--- config.mk ---
export PLATFORM = sky130hd
export DESIGN_NAME = sram_byte_ctrl
export DESIGN_NICKNAME = d
export VERILOG_FILES = /design/src/rtl/sbc_pkg.sv /design/src/rtl/sbc_wait_timer.sv /design/src/rtl/sbc_byte_lanes.sv /design/src/rtl/sram_byte_ctrl.sv
export SDC_FILE = /design/constraint.sdc
export NUM_CORES = 1
export LEC_CHECK = 0
export BUFFER_PORTS_ARGS = -buffer_cell sky130_fd_sc_hd__buf_2
export CORE_MARGIN = 2
export CORE_UTILIZATION = 45
export CTS_CLUSTER_SIZE = 10
export DETAILED_ROUTE_END_ITERATION = 8
export PLACE_DENSITY = 0.78
export SYNTH_ARGS = -nofsm -noshare
export SYNTH_HDL_FRONTEND = slang
export SYNTH_HIERARCHICAL = 1
export SYNTH_SLANG_ARGS = --single-unit
--- constraint.sdc ---
create_clock -name clk -period 3.09 [get_ports clk]
set_input_delay 0.4635 -clock clk [delete_from_list [all_inputs] [get_ports clk]]
set_output_delay 0.4635 -clock clk [all_outputs]
set_load 0.05 [all_outputs]
--- src/rtl/sbc_pkg.sv ---
package sbc_pkg;

  typedef enum logic [2:0] {
    ST_IDLE,
    ST_WSETUP,
    ST_WPULSE,
    ST_WHOLD,
    ST_RSETUP,
    ST_RWAIT
  } sbc_state_e;

  // Strobe cycles: ceiling of access time over clock period, at least one.
  function automatic int unsigned wait_cycles(int unsigned access_ps, int unsigned clk_ps);
    int unsigned n;
    n = (access_ps + clk_ps - 1) / clk_ps;
    if (n == 0) n = 1;
    return n;
  endfunction

  // Width of a down-counter that must hold n-1.
  function automatic int unsigned cnt_width(int unsigned n);
    return (n <= 2) ? 1 : $clog2(n);
  endfunction

endpackage

--- src/rtl/sbc_wait_timer.sv ---
module sbc_wait_timer #(
  parameter int unsigned WAIT = 14,
  parameter int unsigned CW   = 4
) (
  input  logic clk,
  input  logic rst_n,
  input  logic load,
  input  logic run,
  output logic expired
);
  logic [CW-1:0] cnt;

  always_ff @(posedge clk) begin
    if (!rst_n)                cnt <= '0;
    else if (load)             cnt <= CW'(WAIT - 1);
    else if (run && cnt != '0) cnt <= cnt - 1'b1;
  end

  assign expired = (cnt == '0);

  // count never exceeds the loaded strobe length
  p_cnt_range_r2: assert property (@(posedge clk) disable iff (!rst_n)
    cnt <= CW'(WAIT - 1));

  // a load is followed by a full count unless the strobe is one cycle
  p_load_full_r2: assert property (@(posedge clk) disable iff (!rst_n)
    load |=> (cnt == CW'(WAIT - 1)));
endmodule

--- src/rtl/sbc_byte_lanes.sv ---
module sbc_byte_lanes #(
  parameter int unsigned LANES  = 2,
  parameter int unsigned DATA_W = 16
) (
  input  logic              clk,
  input  logic              rst_n,
  input  logic              sel_en,
  input  logic [LANES-1:0]  sel_be,
  input  logic              cap_en,
  input  logic [LANES-1:0]  cap_be,
  input  logic [DATA_W-1:0] bus_in,
  output logic [LANES-1:0]  bsel_n,
  output logic [DATA_W-1:0] rd_data,
  output logic              rd_valid
);
  always_ff @(posedge clk) begin
    if (!rst_n) rd_valid <= 1'b0;
    else        rd_valid <= cap_en;
  end

  for (genvar i = 0; i < LANES; i++) begin : g_lane
    logic [7:0] q;

    assign bsel_n[i] = ~(sel_en & sel_be[i]);

    always_ff @(posedge clk) begin
      if (!rst_n)      q <= '0;
      else if (cap_en) q <= cap_be[i] ? bus_in[i*8 +: 8] : 8'h00;
    end

    assign rd_data[i*8 +: 8] = q;

    // a lane left out of the capture reads zero
    p_off_lane_zero_r7: assert property (@(posedge clk) disable iff (!rst_n)
      (cap_en && !cap_be[i]) |=> (rd_data[i*8 +: 8] == 8'h00));

    // no byte select while the chip is not being accessed
    p_sel_idle_r4: assert property (@(posedge clk) disable iff (!rst_n)
      !sel_en |-> bsel_n[i]);
  end
endmodule

--- src/rtl/sram_byte_ctrl.sv ---
module sram_byte_ctrl
  import sbc_pkg::*;
#(
  parameter int unsigned ADDR_W    = 17,
  parameter int unsigned DATA_W    = 16,
  parameter int unsigned CLK_PS    = 4000,
  parameter int unsigned ACCESS_PS = 55000
) (
  input  logic              clk,
  input  logic              rst_n,
  input  logic              req_valid,
  output logic              req_ready,
  input  logic              req_write,
  input  logic [ADDR_W-1:0] req_addr,
  input  logic [DATA_W-1:0] req_wdata,
  input  logic [1:0]        req_be,
  output logic              rsp_valid,
  output logic [DATA_W-1:0] rsp_rdata,
  output logic [ADDR_W-1:0] mem_addr,
  output logic              mem_ce1_n,
  output logic              mem_ce2,
  output logic              mem_oe_n,
  output logic              mem_we_n,
  output logic              mem_lb_n,
  output logic              mem_ub_n,
  output logic [DATA_W-1:0] mem_dq_out,
  input  logic [DATA_W-1:0] mem_dq_in,
  output logic              mem_dq_oe
);
  localparam int unsigned LANES = DATA_W / 8;
  localparam int unsigned WAIT  = wait_cycles(ACCESS_PS, CLK_PS);
  localparam int unsigned CW    = cnt_width(WAIT);

  sbc_state_e state, state_nx;

  logic [ADDR_W-1:0] a_addr;
  logic [DATA_W-1:0] a_wdata;
  logic [LANES-1:0]  a_be;

  // Named internal events
  logic accept, be_none, zero_read, timer_load, timer_run, timer_done;
  logic access_on, read_cap;
  logic [LANES-1:0] bsel_n, cap_be;

  assign req_ready  = (state == ST_IDLE);
  assign accept     = req_valid && req_ready;
  assign be_none    = (req_be == '0);
  assign zero_read  = accept && be_none && !req_write;
  assign timer_load = (state == ST_WSETUP) || (state == ST_RSETUP);
  assign timer_run  = (state == ST_WPULSE) || (state == ST_RWAIT);
  assign access_on  = (state != ST_IDLE);
  assign read_cap   = ((state == ST_RWAIT) && timer_done) || zero_read;
  assign cap_be     = (state == ST_IDLE) ? LANES'(req_be) : a_be;

  always_comb begin
    state_nx = state;
    unique case (state)
      ST_IDLE:   if (accept && !be_none) state_nx = req_write ? ST_WSETUP : ST_RSETUP;
      ST_WSETUP: state_nx = ST_WPULSE;
      ST_WPULSE: if (timer_done) state_nx = ST_WHOLD;
      ST_WHOLD:  state_nx = ST_IDLE;
      ST_RSETUP: state_nx = ST_RWAIT;
      ST_RWAIT:  if (timer_done) state_nx = ST_IDLE;
      default:   state_nx = ST_IDLE;
    endcase
  end

  always_ff @(posedge clk) begin
    if (!rst_n) begin
      state   <= ST_IDLE;
      a_addr  <= '0;
      a_wdata <= '0;
      a_be    <= '0;
    end else begin
      state <= state_nx;
      if (accept) begin
        a_addr  <= req_addr;
        a_wdata <= req_wdata;
        a_be    <= LANES'(req_be);
      end
    end
  end

  sbc_wait_timer #(.WAIT(WAIT), .CW(CW)) u_timer (
    .clk     (clk),
    .rst_n   (rst_n),
    .load    (timer_load),
    .run     (timer_run),
    .expired (timer_done)
  );

  sbc_byte_lanes #(.LANES(LANES), .DATA_W(DATA_W)) u_lanes (
    .clk      (clk),
    .rst_n    (rst_n),
    .sel_en   (access_on),
    .sel_be   (a_be),
    .cap_en   (read_cap),
    .cap_be   (cap_be),
    .bus_in   (mem_dq_in),
    .bsel_n   (bsel_n),
    .rd_data  (rsp_rdata),
    .rd_valid (rsp_valid)
  );

  assign mem_addr   = a_addr;
  assign mem_ce1_n  = !access_on;
  assign mem_ce2    = access_on;
  assign mem_we_n   = !(state == ST_WPULSE);
  assign mem_oe_n   = !(state == ST_RWAIT);
  assign mem_dq_oe  = (state == ST_WSETUP) || (state == ST_WPULSE) || (state == ST_WHOLD);
  assign mem_dq_out = a_wdata;
  assign mem_lb_n   = bsel_n[0];
  assign mem_ub_n   = bsel_n[LANES-1];

  // a ready controller leaves the memory deselected and quiet
  p_idle_quiet_r1: assert property (@(posedge clk) disable iff (!rst_n)
    req_ready |-> (mem_ce1_n && !mem_ce2 && mem_lb_n && mem_ub_n &&
                   mem_we_n && mem_oe_n && !mem_dq_oe));

  // address, enables and selects already set when write enable falls
  p_we_setup_r3: assert property (@(posedge clk) disable iff (!rst_n)
    $fell(mem_we_n) |-> ($stable(mem_addr) && $stable(mem_lb_n) &&
                         $stable(mem_ub_n) && !mem_ce1_n && $stable(mem_ce1_n)));

  // one cycle of hold after write enable rises
  p_we_hold_r3: assert property (@(posedge clk) disable iff (!rst_n)
    $rose(mem_we_n) |-> (!mem_ce1_n && mem_ce2 && $stable(mem_addr) &&
                         $stable(mem_lb_n) && $stable(mem_ub_n)));

  // address steady through the write pulse
  p_we_addr_r3: assert property (@(posedge clk) disable iff (!rst_n)
    (!mem_we_n && $past(!mem_we_n)) |-> $stable(mem_addr));

  // the controller and the memory never drive the bus together
  p_no_fight_r6: assert property (@(posedge clk) disable iff (!rst_n)
    !(mem_dq_oe && !mem_oe_n));

  // bus released for a cycle before output enable falls
  p_release_r6: assert property (@(posedge clk) disable iff (!rst_n)
    $fell(mem_oe_n) |-> !$past(mem_dq_oe));

  // a zero byte-enable request leaves the controller ready and deselected
  p_be_none_r8: assert property (@(posedge clk) disable iff (!rst_n)
    (accept && be_none) |=> (req_ready && mem_ce1_n));

  // a real access removes ready in the next cycle
  p_busy_r9: assert property (@(posedge clk) disable iff (!rst_n)
    (accept && !be_none) |=> !req_ready);
endmodule

==> impl_metrics.tcl, run 1 <==
set metrics [dict create \
    final.setup.worst_slack_ns 1.02 \
    numPlacedInstances 445 \
    die_area_sq_um 6010 \
    hold_class "primary input to register" \
    fraction_of_the_yosys_area_taken_by_sequential_cells_pct 48.6 \
    worst_pin_slew_ns 0.980 \
    area_growth_syn_to_layout_pct 30.6 \
    register_clock_pin_slew_on_the_reported_worst_setup_and_hold_paths_ns 0.07 \
    layout.area.seq_sq_um 1180 \
    detail_route.wl_per_cell_um 11.5 \
    report.final.slew_viol_count 0 \
    setup-violations-final 0 \
    powerDensity_nw_per_um2 731 \
    layout.cells.non_filler 461 \
    overflow 0 \
    place_hpwl_um 3560 \
    core_sq_um 5170 \
    cap_viol_max_count 0 \
    reg2reg_slack_ns 1.02 \
    grt_first_pass_wirelength_um 8640 \
    achievable-frequency_mhz 483 \
    r2r-end "u_lanes/g_lane[1].q[3]$_SDFFE_PN0P_" \
    grt_max_degree 111 \
    clock_latency_reported_for_the_late_side_of_the_worst_skew_pair_ns 0.33 \
    timing.hold.worst_path_depth 3 \
    critical-path-max-stage-delay_ns 0.56 \
    final_common_cell "sky130_fd_sc_hd__buf_2" \
    maxSlewHeadroom_pct 34.6 \
    holdPathEnd "mem_addr[14]$_SDFFE_PN0P_" \
    cts_post_setup_buffers_inserted 0 \
    final.period_utilization_pct 67.0 \
    synth-seq-cells 59 \
    io_pins 113 \
    detailed_place.area_sq_um 2940 \
    path_buf_inv 1 \
    ctsResizeCount 0 \
    vias 2312 \
    worst_hold_slack_ns 0.373 \
    first_iter_violations 115 \
    antennaDiodeCount 0 \
    detail_route.wirelength_um 5300 \
    root_buffer "sky130_fd_sc_hd__clkbuf_8" \
    design.final.nets 442 \
    netlist_area_sq_um 2430 \
    required_ns 3.31 \
    portBuffers 112 \
    antenna_found_initial 0 \
    layout.cells.most_common_list "111 x sky130_fd_sc_hd__buf_2, 59 x sky130_fd_sc_hd__dfxtp_1, 56 x sky130_fd_sc_hd__nand2_1" \
    final_power_mw 2.32 \
    starting_density_of_the_core_pct 47.0 \
    postLayoutCellArea_sq_um 3180 \
    number_of_nets_in_the_synthesized_netlist 346 \
    cp_class "register to register" \
    synth.lib_cells_used.distinct 33 \
    via_per_inst 5.02 \
    fp.dieH_um 77.5 \
    final.setup_skew_ns 0.00646 \
    post_synth_inst_count 290 \
    setup-tns-final_ns 0 \
    worst-path-max-fanout 33 \
    global_route.usage.total_pct 17.9 \
    drc 0 \
    cpLargestDelayFamily "simple AND/OR/NAND/NOR gates" \
    crit_path_cells "or4b_4 -> or4_1 -> o21ai_1 -> buf_4 -> nand3b_1 -> nand2_1" \
    htreeDepth 3 \
    clock_sink_count 59 \
    crit_arrival_ns 2.29 \
    drt_pass1_iterations 4 \
    cts_tree "built" \
    timing.critical_path.to_type "register" \
    critical_path.slowest_cell "sky130_fd_sc_hd__or4b_4" \
    num_rows 26 \
    end_of_flow_core_utilization_pct 61.4 \
    worstReg2RegStart "state[2]$_SDFFE_PN0P_" \
    cts-hold-fix-buffers 0 \
    final_layout_size_suffix_gt1_share_pct 34.5 \
    status "finished, final reports clean" \
    total_leakage_power_nw 1.55 \
    beginning_of_the_worst_hold_path "req_addr[14]" \
    antenna_violating_nets_post_route 0 \
    rsz0062_at_grt "no" \
    grt_pass1_vias 2066 \
    multi_input_area_sq_um 1070 \
    tritoncts.num_buffers 9 \
    post_place_setup_slack_ns 0.976 \
    period_needed_ns 2.07 \
    gp_congestion 0.711 \
    crit_path_start_kind "register" \
    synth_warnings 6 \
    hold_violations 0 \
    dieWidth_um 77.5 \
    maximum_count_of_clock_buffers_along_a_single_path 2 \
    post_synth.cell_area_avg_sq_um 8.39 \
    fillers 445 \
    power.ir.vdd_worst_mv 0.413 \
    r2r.worst_path.cells 6 \
]
-- worst min-delay path, stage by stage --
cell	delay (ns)
sky130_fd_sc_hd__buf_2	0.09
sky130_fd_sc_hd__nand2_1	0.04
sky130_fd_sc_hd__o21ai_0	0.06
-- cell usage after synthesis, drive strengths merged --
| cell | number | area share (%) |
|---|---|---|
| a21boi | 1 | 0.31 |
| or4b | 2 | 0.98 |
| and3 | 2 | 0.51 |
| ha | 1 | 0.51 |
| nand2b | 1 | 0.26 |
| nor3 | 1 | 0.21 |
| o21a | 1 | 0.31 |
| nand4 | 16 | 4.1 |
| nor2 | 8 | 1.2 |
| o31a | 3 | 1.1 |
| or4 | 1 | 0.31 |
| buf | 17 | 5.0 |
| mux2 | 2 | 0.93 |
| nor3b | 1 | 0.31 |
| nor4bb | 1 | 0.41 |
| nand3b | 17 | 5.2 |
| o21ai | 36 | 7.4 |
| and4b | 1 | 0.41 |
| nand2 | 56 | 8.6 |
| and2 | 1 | 0.26 |
| clkbuf | 12 | 1.9 |
| nand3 | 37 | 7.6 |
| a21oi | 3 | 0.62 |
| and4bb | 1 | 0.51 |
| dfxtp | 59 | 49 |
| o311a | 1 | 0.41 |
| inv | 5 | 0.77 |
| xnor2 | 2 | 0.72 |
| or3b | 1 | 0.46 |
-- flip-flops by register name, summed over array words and instances, names as in the netlist --
signal	count
u_lanes/rd_valid	1
mem_addr	17
state	3
u_timer/cnt	4
a_be	2
u_lanes/g_lane.q	16
mem_dq_out	16
-- area by class of cell --
class,count,share of cell area [%]
flip-flops and latches,59,37.2
well taps,70,2.76
clock inverters,5,3.15
multi-input cells,197,33.7
clock buffers,11,4.45
inverters,5,0.591
repair buffers,114,18.2
-- kinds of logic after synthesis --
family / after synthesis / share of synthesized area, %
xor+xnor: 2 / 0.720
fa+ha+maj: 1 / 0.514
mux: 2 / 0.926
compound gates: 45 / 10.1
flops: 59 / 48.6
simple gates: 147 / 31.5
buf+inv: 34 / 7.66
-- how the worst max path moves through the flow --
stage / start / end / slack, ns / depth (start not counted)
2_1_floorplan: state[2]$_SDFFE_PN0P_ / mem_ub_n / 0.40 / 4
3_3_place_gp: req_valid / u_lanes/g_lane[0].q[4]$_SDFFE_PN0P_ / 1.01 / 7
3_5_place_dp: req_valid / u_lanes/g_lane[1].q[3]$_SDFFE_PN0P_ / 0.98 / 7
4_1_cts: state[2]$_SDFFE_PN0P_ / mem_lb_n / 1.00 / 4
5_1_grt: state[2]$_SDFFE_PN0P_ / u_lanes/g_lane[1].q[0]$_SDFFE_PN0P_ / 0.89 / 6
6_report: state[2]$_SDFFE_PN0P_ / u_lanes/g_lane[1].q[3]$_SDFFE_PN0P_ / 1.02 / 6
-- report_power, final --
group	switching, mW	leakage [nW]	internal [mW]
Combinational	0.434	0.944	0.161
Clock	0.291	0.123	0.555
Sequential	0.0467	0.482	0.832
Total	0.772	1.55	1.55
-- per-layer routing --
metal | wire (um) | track usage (%)
met1 | 2490 | 21.7
met2 | 2230 | 27.8
met3 | 511 | 6.63
met4 | 61 | 9.11
met5 | 0 | 0
Note: power is estimated with default switching activity, not from simulation.
==> run 2: changes to the inputs <==
--- a/config.mk
+++ b/config.mk
@@ -5,12 +5,13 @@
 export SDC_FILE = /design/constraint.sdc
 export NUM_CORES = 1
 export LEC_CHECK = 0
+export ABC_AREA = 1
 export BUFFER_PORTS_ARGS = -buffer_cell sky130_fd_sc_hd__buf_2
 export CORE_MARGIN = 2
-export CORE_UTILIZATION = 45
+export CORE_UTILIZATION = 42
 export CTS_CLUSTER_SIZE = 10
 export DETAILED_ROUTE_END_ITERATION = 8
-export PLACE_DENSITY = 0.78
+export PLACE_DENSITY = 0.76
 export SYNTH_ARGS = -nofsm -noshare
 export SYNTH_HDL_FRONTEND = slang
 export SYNTH_HIERARCHICAL = 1
==> constraint.sdc (replaced) <==
create_clock -name clk -period 1.7 [get_ports clk]
set_input_delay 0.255 -clock clk [delete_from_list [all_inputs] [get_ports clk]]
set_output_delay 0.255 -clock clk [all_outputs]
set_load 0.05 [all_outputs]
==> impl_metrics.tcl, run 2 <==
set metrics [dict create \
    status "finished, final reports clean" \
    netlist_top_cells_area "sky130_fd_sc_hd__dfxtp_1 48%, sky130_fd_sc_hd__nand3_1 12%, sky130_fd_sc_hd__a21oi_1 9.2%, sky130_fd_sc_hd__nand2_1 9.2%, sky130_fd_sc_hd__a21oi_2 3.9%" \
    dieWidth_um 80.6 \
    yosysTopAreaCell "sky130_fd_sc_hd__dfxtp_1" \
    tritoncts.num_buffers 9 \
    layout.area.seq_sq_um 1180 \
    fraction_of_the_yosys_area_taken_by_sequential_cells_pct 48.0 \
    maxSlewHeadroom_pct 75.3 \
    largest_register_ffs 17 \
    io_pins 113 \
    most_common_library_cells_after_synthesis "60 x sky130_fd_sc_hd__nand2_1, 60 x sky130_fd_sc_hd__nand3_1, 59 x sky130_fd_sc_hd__dfxtp_1" \
    post_synth.cell_area_avg_sq_um 7.86 \
    power.switching_mw 2.69 \
    report.final.slew_viol_count 0 \
    netlist_area_sq_um 2460 \
    fillers 497 \
    cap_viol_max_count 0 \
    yosys.area.top_type_share_pct 48.0 \
    end_of_flow_core_utilization_pct 60.0 \
    grt_pass1_vias 2407 \
    power.share.clock_pct 18.9 \
    via_per_inst 4.95 \
    area_growth_syn_to_layout_pct 35.9 \
    power.internal_mw 3.06 \
    portBuffers 112 \
    core_sq_um 5570 \
    final_layout_size_suffix_gt1_share_pct 41.6 \
    synth_warnings 6 \
    grt_first_pass_wirelength_um 10400 \
    antenna_found_initial 0 \
    crit_path_cells "inv_2 -> nand2_4 -> nor2_4 -> buf_6 -> clkinvlp_4 -> buf_2" \
    maximum_count_of_clock_buffers_along_a_single_path 2 \
    total_leakage_power_nw 1.57 \
    crit_arrival_ns 1.38 \
    worstReg2RegStart "u_timer/cnt[0]$_SDFFE_PN0P_" \
    antennaDiodeCount 0 \
    vias 2520 \
    beginning_of_the_worst_hold_path "req_wdata[1]" \
    drc 0 \
    first_iter_violations 68 \
    crit_start "state[1]$_SDFFE_PN0P_" \
    swShare_pct 46.7 \
    power.ir.vdd_worst_mv 0.976 \
    fp.dieH_um 80.6 \
    required_ns 1.44 \
    synth-main-ff-cell "sky130_fd_sc_hd__dfxtp_1" \
    synth-seq-cells 59 \
    final.setup.worst_slack_ns 0.0642 \
    cp_class "register to output port" \
    synthArstFlopShare_pct 0 \
    post_synth_inst_count 313 \
    post_place_setup_slack_ns 0.0270 \
    final_common_cell "sky130_fd_sc_hd__buf_2" \
    worst_pin_slew_ns 0.371 \
    final.period_utilization_pct 96.2 \
    antenna_violating_nets_post_route 0 \
    critical_path.slowest_cell "sky130_fd_sc_hd__dfxtp_2" \
    overflow 0 \
    timing.critical_path.to_type "output port" \
    cts_tree "built" \
    hold_class "primary input to register" \
    synth.lib_cells_used.distinct 23 \
    critical-path-max-stage-delay_ns 0.33 \
    drt_pass1_iterations 4 \
    gp_congestion 0.824 \
    grt_max_degree 38 \
    period_needed_ns 1.64 \
    detail_route.wl_per_cell_um 12.4 \
    root_buffer "sky130_fd_sc_hd__clkbuf_8" \
    multi_input_area_sq_um 1070 \
    clock_sink_count 59 \
    die_area_sq_um 6490 \
    place_hpwl_um 4300 \
    crit_path_start_kind "register" \
    starting_density_of_the_core_pct 44.2 \
    register_clock_pin_slew_on_the_reported_worst_setup_and_hold_paths_ns 0.06 \
    layout.cells.most_common_list "110 x sky130_fd_sc_hd__buf_2, 59 x sky130_fd_sc_hd__nand3_1, 58 x sky130_fd_sc_hd__nand2_1, 58 x sky130_fd_sc_hd__dfxtp_1, 45 x sky130_fd_sc_hd__a21oi_1" \
    achievable-frequency_mhz 611 \
    detail_route.wirelength_um 6290 \
    hold_violations 0 \
    synth_enable_flop_cells 0 \
    powerDensity_nw_per_um2 1720 \
    share_of_total_power_in_sequential_cells_pct 30.8 \
    number_of_nets_in_the_synthesized_netlist 369 \
    cts-hold-fix-buffers 0 \
    final.setup_skew_ns 0.00322 \
    comb_power_share_pct 50.3 \
    design.final.nets 488 \
    clock_latency_reported_for_the_late_side_of_the_worst_skew_pair_ns 0.32 \
    worst-path-max-fanout 6 \
    setup-violations-final 0 \
    global_route.usage.total_pct 20.4 \
    num_rows 27 \
    htreeDepth 3 \
]
==> run 2: cell count changes after synthesis, moves of 3 or more <==
cell / before / now
sky130_fd_sc_hd__a21oi_1: 3 / 45
sky130_fd_sc_hd__a21oi_2: 0 / 11
sky130_fd_sc_hd__buf_2: 5 / 8
sky130_fd_sc_hd__buf_4: 4 / 1
sky130_fd_sc_hd__clkbuf_1: 12 / 5
sky130_fd_sc_hd__inv_1: 5 / 19
sky130_fd_sc_hd__nand2_1: 56 / 60
sky130_fd_sc_hd__nand2_2: 0 / 14
sky130_fd_sc_hd__nand3_1: 37 / 60
sky130_fd_sc_hd__nand3b_1: 17 / 0
sky130_fd_sc_hd__nand4_1: 16 / 2
sky130_fd_sc_hd__nor2_1: 8 / 5
sky130_fd_sc_hd__o21ai_0: 36 / 8
sky130_fd_sc_hd__o31a_1: 3 / 0
==> run 2: repair_timing <==
action | CTS | global route
resized for setup | 8 | 6
setup endpoints to repair | 5 | 19
cloned | 0 | 0
pin swaps | 1 | 2
buffers inserted | 5 | 2
==> run 2: logic make-up (layout without fill, tap and decap cells) <==
| group | after synthesis | count (layout) | share of synthesized area (%) |
|---|---|---|---|
| AND/OR/NAND/NOR | 143 | 143 | 26.7 |
| buffers and inverters | 45 | 169 | 9.86 |
| AO/OA/AOI/OAI | 65 | 65 | 14.9 |
| adder cells (fa/ha/maj) | 1 | 1 | 0.508 |
| flip-flops | 59 | 59 | 48.0 |
==> run 2: area by class of cell <==
| cell class | count | area share (%) |
|---|---|---|
| Clock inverter | 5 | 0.860 |
| Inverter | 23 | 2.92 |
| Multi-Input combinational cell | 209 | 32.1 |
| Sequential cell | 59 | 35.4 |
| Tap cell | 72 | 2.69 |
| Timing Repair Buffer | 130 | 21.9 |
| Clock buffer | 11 | 4.23 |
==> run 2: routing by layer <==
layer	part of all wire, %	vias to the layer above	track usage, %	wire (um)
li1	-	1275	-	-
met1	43	1130	24.1	2720
met2	46	106	33.3	2860
met3	10	9	8.65	635
met4	1.2	0	7.12	75
met5	0	-	0	0
==> run 2: power groups by stage <==
stage	registers [mW]	clock network (mW)	logic (mW)
floorplan	2.37	0	1.55
global placement	1.78	0	2.60
detailed placement	1.79	0	2.63
CTS	1.77	1.12	2.80
global route	1.80	1.19	3.14
finish	1.77	1.08	2.89
==> run 2: worst max-delay path: cells and delay by family, from the launching register on <==
kind,cells,cell delay [ns]
simple gates,2,0.17
buf+inv,4,0.55
flops,1,0.33
==> run 2: stage by stage <==
step           total power, mW  hold WS [ns]  area, sq um  setup TNS [ns]  std cells
2_1_floorplan             3.92         0.353         2490         -0.0438        313
3_3_place_gp              4.38         0.445         3070               0        486
3_5_place_dp              4.42         0.451         3070               0        486
4_1_cts                   5.69         0.179         3310               0        507
5_1_grt                   6.13         0.173         3340         -0.0172        509
6_report                  5.74         0.194         3340               0        509
==> run 2: final timing paths <==
path / endpoint / slack, ns / depth (start not counted)
setup / recovery: mem_ce2 / 0.06 / 6
hold / removal: mem_dq_out[1]$_SDFFE_PN0P_ / 0.19 / 3
setup reg to reg: u_lanes/g_lane[0].q[3]$_SDFFE_PN0P_ / 0.18 / 10
hold reg to reg: mem_addr[13]$_SDFFE_PN0P_ / 0.46 / 2
